**src/rtl/ssc_cmd_pkg.sv**
```systemverilog
package ssc_cmd_pkg;

    localparam int BUS_W        = 32;
    localparam int NUM_ERR      = 6;
    localparam int CMD_W        = 16;
    localparam int CTRL_LO      = 8;
    localparam int CTRL_W       = 5;
    localparam int IE_W         = 5;
    localparam int IE_ERR_BIT   = 2;
    localparam int STAT_EN      = 0;
    localparam int STAT_MS      = 1;
    localparam int STAT_BUSY    = 13;
    localparam int STAT_RXBV_LO = 28;
    localparam int RXBV_W       = 3;

    // command bits for the mode flags
    localparam int CMD_EN_CLR = 0;
    localparam int CMD_EN_SET = 1;
    localparam int CMD_MS_CLR = 2;
    localparam int CMD_MS_SET = 3;

    // register word offsets
    localparam int REG_CMD  = 0;
    localparam int REG_STAT = 1;
    localparam int REG_CTRL = 2;
    localparam int REG_IE   = 3;

    // error flag indices
    localparam int ERR_MODE = 0;
    localparam int ERR_TXOV = 1;
    localparam int ERR_RXOV = 2;
    localparam int ERR_ABRT = 3;
    localparam int ERR_TXUN = 4;
    localparam int ERR_RXUN = 5;

    typedef enum logic [1:0] {
        CFG_SLV = 2'b00,
        CFG_MST = 2'b01,
        RUN_SLV = 2'b10,
        RUN_MST = 2'b11
    } mode_state_t;

    function automatic int err_clr_bit(input int idx);
        if (idx == ERR_MODE)      return 6;
        else if (idx == ERR_RXUN) return 4;
        else                      return 7 + idx;
    endfunction

    function automatic int err_set_bit(input int idx);
        if (idx == ERR_MODE)      return 7;
        else if (idx == ERR_RXUN) return 5;
        else                      return 11 + idx;
    endfunction

    function automatic int err_stat_bit(input int idx);
        return 7 + idx;
    endfunction

    // valid only for idx >= 1; mode error has no enable
    function automatic int err_ctrl_bit(input int idx);
        return 7 + idx;
    endfunction

endpackage

```
**src/rtl/ssc_mode_fsm.sv**
```systemverilog
module ssc_mode_fsm
    import ssc_cmd_pkg::*;
(
    input  logic             clk,
    input  logic             rst_n,
    input  logic             cmd_wr,
    input  logic [CMD_W-1:0] cmd_word,
    output logic             op_mode,
    output logic             master_sel
);

    mode_state_t state_q, state_d;
    logic en_cur, ms_cur, en_nxt, ms_nxt;
    logic en_set, en_clr, ms_set, ms_clr;

    assign en_set = cmd_wr && cmd_word[CMD_EN_SET] && !cmd_word[CMD_EN_CLR];
    assign en_clr = cmd_wr && cmd_word[CMD_EN_CLR] && !cmd_word[CMD_EN_SET];
    assign ms_set = cmd_wr && cmd_word[CMD_MS_SET] && !cmd_word[CMD_MS_CLR];
    assign ms_clr = cmd_wr && cmd_word[CMD_MS_CLR] && !cmd_word[CMD_MS_SET];

    // state register
    always_ff @(posedge clk or negedge rst_n) begin
        if (!rst_n) state_q <= CFG_SLV;
        else        state_q <= state_d;
    end

    // next state: ENTER_RUN / ENTER_CFG / TAKE_MASTER / DROP_MASTER
    always_comb begin
        en_cur = 1'b0;
        ms_cur = 1'b0;
        unique case (state_q)
            CFG_SLV: begin en_cur = 1'b0; ms_cur = 1'b0; end
            CFG_MST: begin en_cur = 1'b0; ms_cur = 1'b1; end
            RUN_SLV: begin en_cur = 1'b1; ms_cur = 1'b0; end
            RUN_MST: begin en_cur = 1'b1; ms_cur = 1'b1; end
        endcase
        en_nxt = en_set ? 1'b1 : (en_clr ? 1'b0 : en_cur);
        ms_nxt = ms_set ? 1'b1 : (ms_clr ? 1'b0 : ms_cur);
        unique case ({en_nxt, ms_nxt})
            2'b00: state_d = CFG_SLV;
            2'b01: state_d = CFG_MST;
            2'b10: state_d = RUN_SLV;
            2'b11: state_d = RUN_MST;
        endcase
    end

    // outputs
    always_comb begin
        op_mode    = 1'b0;
        master_sel = 1'b0;
        unique case (state_q)
            CFG_SLV: begin op_mode = 1'b0; master_sel = 1'b0; end
            CFG_MST: begin op_mode = 1'b0; master_sel = 1'b1; end
            RUN_SLV: begin op_mode = 1'b1; master_sel = 1'b0; end
            RUN_MST: begin op_mode = 1'b1; master_sel = 1'b1; end
        endcase
    end

endmodule

```
**src/rtl/ssc_err_flag_bank.sv**
```systemverilog
module ssc_err_flag_bank
    import ssc_cmd_pkg::*;
(
    input  logic               clk,
    input  logic               rst_n,
    input  logic               cmd_wr,
    input  logic [CMD_W-1:0]   cmd_word,
    input  logic [NUM_ERR-1:0] hw_evt,
    input  logic [NUM_ERR-1:0] evt_en,
    output logic [NUM_ERR-1:0] flags
);

    for (genvar i = 0; i < NUM_ERR; i++) begin : g_flag
        localparam int SB = err_set_bit(i);
        localparam int CB = err_clr_bit(i);
        logic set_req, clr_req, hw_hit, flag_q, flag_d;

        assign set_req = cmd_wr && cmd_word[SB];
        assign clr_req = cmd_wr && cmd_word[CB];
        assign hw_hit  = hw_evt[i] && evt_en[i];

        // event beats clear; set+clear together holds the value
        always_comb begin
            if (hw_hit)                    flag_d = 1'b1;
            else if (set_req && !clr_req)  flag_d = 1'b1;
            else if (clr_req && !set_req)  flag_d = 1'b0;
            else                           flag_d = flag_q;
        end

        always_ff @(posedge clk or negedge rst_n) begin
            if (!rst_n) flag_q <= 1'b0;
            else        flag_q <= flag_d;
        end

        assign flags[i] = flag_q;
    end

endmodule

```
**src/rtl/ssc_reg_port.sv**
```systemverilog
module ssc_reg_port
    import ssc_cmd_pkg::*;
#(
    parameter int ADDR_W = 4
) (
    input  logic               clk,
    input  logic               rst_n,
    input  logic               bus_wen,
    input  logic [ADDR_W-1:0]  bus_addr,
    input  logic [BUS_W-1:0]   bus_wdata,
    output logic [BUS_W-1:0]   bus_rdata,
    input  logic [NUM_ERR-1:0] flags,
    input  logic               op_mode,
    input  logic               master_sel,
    input  logic               core_busy,
    input  logic [RXBV_W-1:0]  rx_bytes_valid,
    output logic               cmd_wr,
    output logic [CMD_W-1:0]   cmd_word,
    output logic [NUM_ERR-1:0] evt_en,
    output logic               err_irq
);

    localparam logic [ADDR_W-1:0] A_CMD  = ADDR_W'(REG_CMD);
    localparam logic [ADDR_W-1:0] A_STAT = ADDR_W'(REG_STAT);
    localparam logic [ADDR_W-1:0] A_CTRL = ADDR_W'(REG_CTRL);
    localparam logic [ADDR_W-1:0] A_IE   = ADDR_W'(REG_IE);

    logic [CTRL_W-1:0] ctrl_q;
    logic [IE_W-1:0]   ie_q;
    logic [BUS_W-1:0]  stat_word;

    assign cmd_wr   = bus_wen && (bus_addr == A_CMD);
    assign cmd_word = bus_wdata[CMD_W-1:0];

    always_ff @(posedge clk or negedge rst_n) begin
        if (!rst_n) begin
            ctrl_q <= '0;
            ie_q   <= '0;
        end else if (bus_wen) begin
            if (bus_addr == A_CTRL) ctrl_q <= bus_wdata[CTRL_LO +: CTRL_W];
            if (bus_addr == A_IE)   ie_q   <= bus_wdata[IE_W-1:0];
        end
    end

    assign evt_en[ERR_MODE] = 1'b1;
    for (genvar i = 1; i < NUM_ERR; i++) begin : g_en
        assign evt_en[i] = ctrl_q[err_ctrl_bit(i) - CTRL_LO];
    end

    assign err_irq = ie_q[IE_ERR_BIT] && (|flags);

    always_comb begin
        stat_word = '0;
        stat_word[STAT_EN]   = op_mode;
        stat_word[STAT_MS]   = master_sel;
        for (int i = 0; i < NUM_ERR; i++) stat_word[err_stat_bit(i)] = flags[i];
        stat_word[STAT_BUSY] = core_busy;
        stat_word[STAT_RXBV_LO +: RXBV_W] = rx_bytes_valid;
    end

    always_comb begin
        bus_rdata = '0;
        if (bus_addr == A_STAT)      bus_rdata = stat_word;
        else if (bus_addr == A_CTRL) bus_rdata[CTRL_LO +: CTRL_W] = ctrl_q;
        else if (bus_addr == A_IE)   bus_rdata[IE_W-1:0] = ie_q;
    end

endmodule

```
**src/rtl/ssc_cmd_state.sv**
```systemverilog
module ssc_cmd_state
    import ssc_cmd_pkg::*;
#(
    parameter int ADDR_W = 4
) (
    input  logic               clk,
    input  logic               rst_n,
    input  logic               bus_wen,
    input  logic [ADDR_W-1:0]  bus_addr,
    input  logic [BUS_W-1:0]   bus_wdata,
    output logic [BUS_W-1:0]   bus_rdata,
    input  logic [NUM_ERR-1:0] hw_err_evt,
    input  logic               core_busy,
    input  logic [RXBV_W-1:0]  rx_bytes_valid,
    output logic               op_mode,
    output logic               master_sel,
    output logic               err_irq
);

    logic               cmd_wr;
    logic [CMD_W-1:0]   cmd_word;
    logic [NUM_ERR-1:0] evt_en;
    logic [NUM_ERR-1:0] err_flags;

    ssc_reg_port #(.ADDR_W(ADDR_W)) u_port (
        .clk            (clk),
        .rst_n          (rst_n),
        .bus_wen        (bus_wen),
        .bus_addr       (bus_addr),
        .bus_wdata      (bus_wdata),
        .bus_rdata      (bus_rdata),
        .flags          (err_flags),
        .op_mode        (op_mode),
        .master_sel     (master_sel),
        .core_busy      (core_busy),
        .rx_bytes_valid (rx_bytes_valid),
        .cmd_wr         (cmd_wr),
        .cmd_word       (cmd_word),
        .evt_en         (evt_en),
        .err_irq        (err_irq)
    );

    ssc_mode_fsm u_mode (
        .clk        (clk),
        .rst_n      (rst_n),
        .cmd_wr     (cmd_wr),
        .cmd_word   (cmd_word),
        .op_mode    (op_mode),
        .master_sel (master_sel)
    );

    ssc_err_flag_bank u_flags (
        .clk      (clk),
        .rst_n    (rst_n),
        .cmd_wr   (cmd_wr),
        .cmd_word (cmd_word),
        .hw_evt   (hw_err_evt),
        .evt_en   (evt_en),
        .flags    (err_flags)
    );

endmodule

```
**config.mk**
```make
export PLATFORM = sky130hd
export DESIGN_NAME = ssc_cmd_state
export DESIGN_NICKNAME = d
export VERILOG_FILES = /design/src/rtl/ssc_cmd_pkg.sv /design/src/rtl/ssc_mode_fsm.sv /design/src/rtl/ssc_err_flag_bank.sv /design/src/rtl/ssc_reg_port.sv /design/src/rtl/ssc_cmd_state.sv
export SDC_FILE = /design/constraint.sdc
export NUM_CORES = 1
export LEC_CHECK = 0
export BUFFER_PORTS_ARGS = -buffer_cell sky130_fd_sc_hd__buf_2
export CORE_AREA = 2 2 65 67
export CTS_BUF_LIST = sky130_fd_sc_hd__clkbuf_16
export DETAILED_ROUTE_END_ITERATION = 16
export DIE_AREA = 0 0 67 69
export GPL_TIMING_DRIVEN = 0
export SYNTH_ARGS = -nofsm -noshare
export SYNTH_HDL_FRONTEND = slang
export SYNTH_SLANG_ARGS = --single-unit
```
**constraint.sdc**
```tcl
create_clock -name clk -period 3.2 [get_ports clk]
set_input_delay 0.16 -clock clk [delete_from_list [all_inputs] [get_ports clk]]
set_output_delay 0.16 -clock clk [all_outputs]
set_load 0.02 [all_outputs]
```
==> reports/results.tsv, run 1 <==
stage	metric	value	unit
min_path	holdCritPathClass	primary input to flip-flop	
route	wire_per_inst	11.9	µm
setup_path	arrival	2.00	ns
logic_synthesis	synth_cells	122	
logic_synthesis	synth_edf_count	0	
logic_synthesis	yosysSeqAreaShare	36.0	%
timing	post-route-period-util	58.5	%
setup_path	critical_path_required	3.33	ns
floorplan	num_rows	23	
logic_synthesis	synth_top_area_share	36.0	%
place	post_dp_cell_area	0.00162	mm²
global_route	grt_pass1_vias	933	
route	vias_per_cell	4.34	
global_route	grt_pass1_wl	4.35	mm
global_route	grt_overflow	0	
setup_path	worstSetupEndpointType	flip-flop	
global_route	antenna_found_initial	0	
timing	drv_slew	0	
logic_synthesis	synth_warnings	0	
global_route	grt.total_usage	12.5	%
timing	relSlewSlack	58.0	%
setup_path	r2r_cells	1	
clocking	cts_sinks	18	
cells_and_area	final_cell_area	0.00171	mm²
power_and_ir_drop	vdd_ir_drop_max	0.170	mV
cells_and_area	n_antenna_cell	0	
timing	final-setup-viol-count	0	
logic_synthesis	synth.avg_cell_area	10.3	µm²
logic_synthesis	synth_largest_area_cell	dfrtp_1	
job	maxCapViolations	0	
clocking	cts_tree	yes	
power_and_ir_drop	leakagePower	0.000916	µW
timing	worst_pin_slew	0.627	ns
setup_path	worstSetupPathType	primary input to flip-flop	
timing	whs	0.106	ns
clocking	htreeDepth	1	
floorplan	pin_count	84	
floorplan	start_util	32.0	%
power_and_ir_drop	p_total	708	µW
clocking	root_buffer	clkbuf_16	
cells_and_area	fin_nets	247	
clocking	postCtsSetupRepairBufs	0	
route	remaining_drc_errors	0	
floorplan	dieWidth	67	µm
timing	setup-tns-final	0	ns
power_and_ir_drop	power.density	414	mW/mm²
setup_path	start_kind	primary input	
route	ant_nets	0	
logic_synthesis	synth_top_flop_cell	dfrtp_1	
logic_synthesis	synth_cell_types	31	
cells_and_area	area_growth_syn_to_layout	36.5	%
cells_and_area	drive_gt1_share	47.4	%
setup_path	cp_max_fo	5	
clocking	cts_buffers	3	
logic_synthesis	synthArstFlopShare	100	%
floorplan	fp.dieH	69	µm
global_route	grt_start_max_net_pins	19	
floorplan	die_area	0.00462	mm²
place	place_ws	0.999	ns
floorplan	core	0.00391	mm²
cells_and_area	layout_common_cells	49 x buf_2, 18 x buf_4, 18 x dfrtp_1, 17 x conb_1, 8 x and2_1	
timing	layout_setup_ws	1.33	ns
place	dp_hpwl	2.24	mm
place	port_buffers	49	
clocking	insertion_delay	0.24	ns
logic_synthesis	ys_seq_elements	18	
cells_and_area	final_common_cell	buf_2	
timing	rsz0062_at_grt	false	
route	drtPass1Iterations	4	
logic_synthesis	synthTopCellsByArea	dfrtp_1 36%, buf_4 11%, mux2_4 6.0%	
min_path	holdPathStages	3	
clocking	clk_path_buf_depth	2	
route	first_iter_violations	25	
timing	finalCriticalPeriod	1.87	ns
logic_synthesis	synth_area	0.00125	mm²
place	place_congestion	0.702	
route	totalWireLength	2.87	mm
timing	max_freq	534	MHz
route	num_vias	1050	
run_status	status	complete, no violations	
timing	finalHoldViolCount	0	
clocking	cts.reportedPaths.clkPinSlew	0.05	ns
timing	finalClockSkew	0.000768	ns
## cells in the mapped netlist (3+ instances only)
| cell | instances |
|---|---|
| buf_4 | 18 |
| dfrtp_1 | 18 |
| and2_1 | 8 |
| nand2_1 | 6 |
| nor2_1 | 6 |
| nor2b_1 | 6 |
| a221o_1 | 5 |
| a22oi_1 | 5 |
| and3_2 | 5 |
| ha_1 | 5 |
| inv_1 | 5 |
| mux2_2 | 5 |
| mux2_4 | 5 |
| clkbuf_1 | 3 |
## cell type report
type                    instances  area, µm²
repair buffers                 50        255
multi-input cells              94        697
inverters                       5       18.8
flip-flops and latches         18        450
fillers                       383       2200
clock inverters                 1       3.75
clock buffers                   3       75.1
plain buffers                  21        146
well taps                      50       62.6
## final timing paths
path                                                 startpoint                              endpoint  slack [ns]
hold reg to reg                      u_port.ie_q[3]$_DFFE_PN0P_            u_port.ie_q[3]$_DFFE_PN0P_        0.49
hold / removal                                    hw_err_evt[0]  u_flags.g_flag[0].flag_q$_DFFE_PN0P_        0.11
setup / recovery                                    bus_addr[0]  u_flags.g_flag[3].flag_q$_DFFE_PN0P_        1.33
max in group asynchronous                                 rst_n  u_flags.g_flag[3].flag_q$_DFFE_PN0P_        2.51
min in group asynchronous                                 rst_n            u_port.ie_q[4]$_DFFE_PN0P_        0.39
setup reg to reg           u_flags.g_flag[4].flag_q$_DFFE_PN0P_  u_flags.g_flag[4].flag_q$_DFFE_PN0P_        2.35
## stage by stage
step / cells / util [%]
global placement: 237 / 41.4
CTS: 242 / 43.7
global route: 242 / 43.7
floorplan: 138 / -
detailed placement: 237 / 41.4
finish: 242 / 43.7
## power breakdown
group	switching (µW)	internal, µW	leakage, µW
Combinational	75.7	88.2	0.000671
Clock	80.1	166	0.0000385
Sequential	29.3	269	0.000207
## state kept, by name, summed over array words and instances, names as in the netlist
name                   count
u_flags.g_flag.flag_q      6
u_port.ctrl_q              5
u_port.ie_q                5
u_mode.state_q             2
## worst max-delay path, cell delays in order
cell and delay, ns:
buf_2 0.13, or4b_4 0.57, nor2_1 0.37, nand2_1 0.11, ha_1 0.32, a221o_1 0.34
## logic make-up (layout without fill, tap and decap cells)
kind of cell | count (synthesis) | count (layout) | share of synthesized area, %
adder cells (fa/ha/maj) | 5 | 5 | 5.00
multiplexers | 10 | 10 | 10.5
AND/OR/NAND/NOR | 42 | 42 | 22.2
AO/OA/AOI/OAI | 20 | 20 | 12.9
buffers and inverters | 26 | 80 | 13.2
other | 1 | 17 | 0.299
flip-flops | 18 | 18 | 36.0
## layer usage
layer  vias up  wire, µm  GRT usage (%)
met3         2       259           2.77
met1       457      1300           16.6
li1        543         -              -
met4         0        25           4.76
met2        48      1290           19.4
met5         -         0              0
## timing repair
action | in CTS | in global routing
hold buffers | 1 | 0
resized for setup | 0 | 0
endpoints found under the hold margin | 18 | 0
(Power assumes the default switching activity.)
==> inputs of run 2 (changes only) <==
Settings changed: PLACE_DENSITY set to 0.67.
Clock period 3.2 ns to 1.6 ns, I/O delays scaled along.
==> reports/results.tsv, run 2 (synthesis results as in run 1) <==
stage	metric	value	unit	change
clocking	cts_buffers	3		unchanged
floorplan	fp.dieH	69	µm	unchanged
route	m1WireLength	1.37	mm	+5.6%
global_route	grt_overflow	0		unchanged
place	place_congestion	0.740		+5.4%
floorplan	core	0.00391	mm²	unchanged
power_and_ir_drop	intPower	1050	µW	+100%
timing	rsz0062_at_grt	true		
setup_path	r2r_end	u_flags.g_flag[4].flag_q$_DFFE_PN0P_		
cells_and_area	drive_gt1_share	50.0	%	+2.6 points
cells_and_area	stdcell_count	246		+1.7%
clocking	root_buffer	clkbuf_16		
cells_and_area	final_cell_area	0.00177	mm²	+3.7%
power_and_ir_drop	leakagePower	0.000937	µW	+2.2%
timing	layout_setup_ws	-0.0709	ns	-1.40 ns
job	maxCapViolations	0		unchanged
power_and_ir_drop	pwr-share-seq	41.3	%	-0.8 points
setup_path	start_kind	flip-flop		
timing	drv_slew	0		unchanged
run_status	violations	setup timing		
route	drtPass1Iterations	4		unchanged
power_and_ir_drop	clock_power_share	35.0	%	+0.3 points
timing	setup-tns-final	-0.0709	ns	-0.0709 ns
timing	final-setup-viol-count	1		+1
setup_path	worstSetupEndpointType	output pin		
floorplan	num_rows	23		unchanged
run_status	status	complete, but fails checks		
cells_and_area	largest_reg_flops	6		unchanged
min_path	min_to	u_flags.g_flag[0].flag_q$_DFFE_PN0P_		
floorplan	pin_count	84		unchanged
power_and_ir_drop	p_comb_share	23.7	%	+0.5 points
cells_and_area	regMostFlops	u_flags.g_flag.flag_q		
setup_path	r2r_cells	2		+1
route	remaining_drc_errors	0		unchanged
cells_and_area	fin_nets	251		+1.6%
setup_path	reg2reg_from	u_flags.g_flag[4].flag_q$_DFFE_PN0P_		
global_route	grt_pass1_vias	978		+4.8%
route	routed.top_layer	met4		
setup_path	r2r_slack	0.62	ns	-1.73 ns
min_path	holdPathStages	3		unchanged
route	totalWireLength	2.99	mm	+4.3%
timing	post-route-period-util	104	%	
route	dr_wl_met3	242	µm	-6.6%
global_route	grt_pass1_wl	4.53	mm	+4.1%
cells_and_area	nFillCells	406		+6.0%
power_and_ir_drop	power.density	814	mW/mm²	+97%
route	vias_per_cell	4.43		+2.2%
place	dp_cells	237		unchanged
floorplan	die_area	0.00462	mm²	unchanged
route	first_iter_violations	23		-8.0%
setup_path	arrival	1.59	ns	-0.41 ns
clocking	cts_tree	yes		
floorplan	start_util	32.0	%	unchanged
power_and_ir_drop	p_sw	388	µW	+110%
floorplan	dieWidth	67	µm	unchanged
place	port_buffers	49		unchanged
clocking	insertion_delay	0.25	ns	about the same
power_and_ir_drop	swShare	26.9	%	+0.74 points
timing	max_freq	598	MHz	
route	route.met2.wl	1.32	mm	+2.8%
cells_and_area	area_growth_syn_to_layout	41.5	%	
timing	finalCriticalPeriod	1.67	ns	
clocking	cts_sinks	18		unchanged
clocking	cts.reportedPaths.clkPinSlew	0.05	ns	about the same
global_route	grt.total_usage	13.2	%	+0.79 points
cells_and_area	multi_input_comb_area	729	µm²	+4.7%
power_and_ir_drop	vdd_ir_drop_max	0.350	mV	+110%
timing	finalHoldViolCount	0		unchanged
cells_and_area	reg.largest.list	u_flags.g_flag.flag_q x6, u_port.ctrl_q x5, u_port.ie_q x5		
cells_and_area	layout_common_cells	49 x buf_2, 22 x buf_4, 18 x dfrtp_1, 17 x conb_1, 8 x and2_1		
setup_path	cp_max_fo	2		-3
min_path	holdCritPathClass	primary input to flip-flop		
place	dp_hpwl	2.27	mm	+1.1%
route	num_vias	1091		+3.9%
route	wire_per_inst	12.2	µm	+2.6%
cells_and_area	n_antenna_cell	0		unchanged
global_route	grt_start_max_net_pins	19		unchanged
min_path	min_from	hw_err_evt[0]		
timing	finalClockSkew	0.000219	ns	-0.000549 ns
clocking	clk_path_buf_depth	2		unchanged
cells_and_area	seq_area	450	µm²	unchanged
place	post_dp_cell_area	0.00163	mm²	+0.46%
route	ant_nets	0		unchanged
setup_path	worstSetupPathType	flip-flop to output pin		
cells_and_area	final_common_cell	buf_2		
clocking	htreeDepth	1		unchanged
setup_path	critical_path_required	1.52	ns	-1.81 ns
global_route	antenna_found_initial	0		unchanged
==> run 2: cell count changes in the layout (fill, tap and decap cells not counted), sizes merged <==
cell	change
buf	+4
==> run 2: layout make-up <==
cell class              count  share of cell area [%]
well taps                  50                    3.53
multi-input cells          94                    41.2
plain buffers              21                    8.26
inverters                   5                    1.06
flip-flops and latches     18                    25.4
clock buffers               3                    4.24
clock inverters             1                   0.212
repair buffers             54                    16.1
==> run 2: worst max-delay path, stage by stage, from the launching register on <==
cell,delay [ns]
dfrtp_1,0.39
or4_1,0.52
o31a_1,0.26
buf_2,0.16
==> run 2: power groups by stage <==
| stage | registers [µW] | logic, µW | clock network [µW] |
|---|---|---|---|
| 6_report | 595 | 342 | 505 |
| 5_1_grt | 610 | 370 | 532 |
| 4_1_cts | 596 | 340 | 511 |
| 3_5_place_dp | 605 | 330 | 0 |
| 3_3_place_gp | 601 | 325 | 0 |
| 2_1_floorplan | 584 | 238 | 0 |
==> run 2: worst max-delay path by stage <==
stage | from | to | slack, ns
CTS | u_flags.g_flag[4].flag_q$_DFFE_PN0P_ | err_irq | -0.07
floorplan | bus_addr[0] | u_flags.g_flag[3].flag_q$_DFFE_PN0P_ | 0.02
global route | u_flags.g_flag[4].flag_q$_DFFE_PN0P_ | err_irq | -0.1
detailed placement | bus_addr[0] | u_flags.g_flag[3].flag_q$_DFFE_PN0P_ | -0.24
global placement | bus_addr[0] | u_flags.g_flag[3].flag_q$_DFFE_PN0P_ | -0.25
finish | u_flags.g_flag[4].flag_q$_DFFE_PN0P_ | err_irq | -0.07
==> run 2: per-stage QoR <==
step | hold WS [ns] | power (µW) | worst slack [ns] | util (%)
2_1_floorplan | -0.216 | 821 | 0.0228 | -
3_3_place_gp | 0.0290 | 927 | -0.255 | 41.6
3_5_place_dp | 0.0336 | 935 | -0.245 | 41.6
4_1_cts | 0.0283 | 1450 | -0.0749 | 44.1
5_1_grt | 0.0433 | 1510 | -0.0972 | 45.3
6_report | 0.0265 | 1440 | -0.0709 | 45.3
==> run 2: layer usage <==
metal / vias up / track usage, %
met3: 5 / 2.12
li1: 545 / -
met4: 0 / 6.12
met2: 51 / 20.6
met5: - / 0
met1: 490 / 17.7
==> run 2: what timing repair did <==
action                     4_1_cts  5_1_grt
hold buffers                     1        0
gates cloned                     0        0
setup buffers                    1        3
hold endpoints to repair        18        0
setup endpoints to repair        1        6
resized for setup                0        2
pin swaps                        0        4
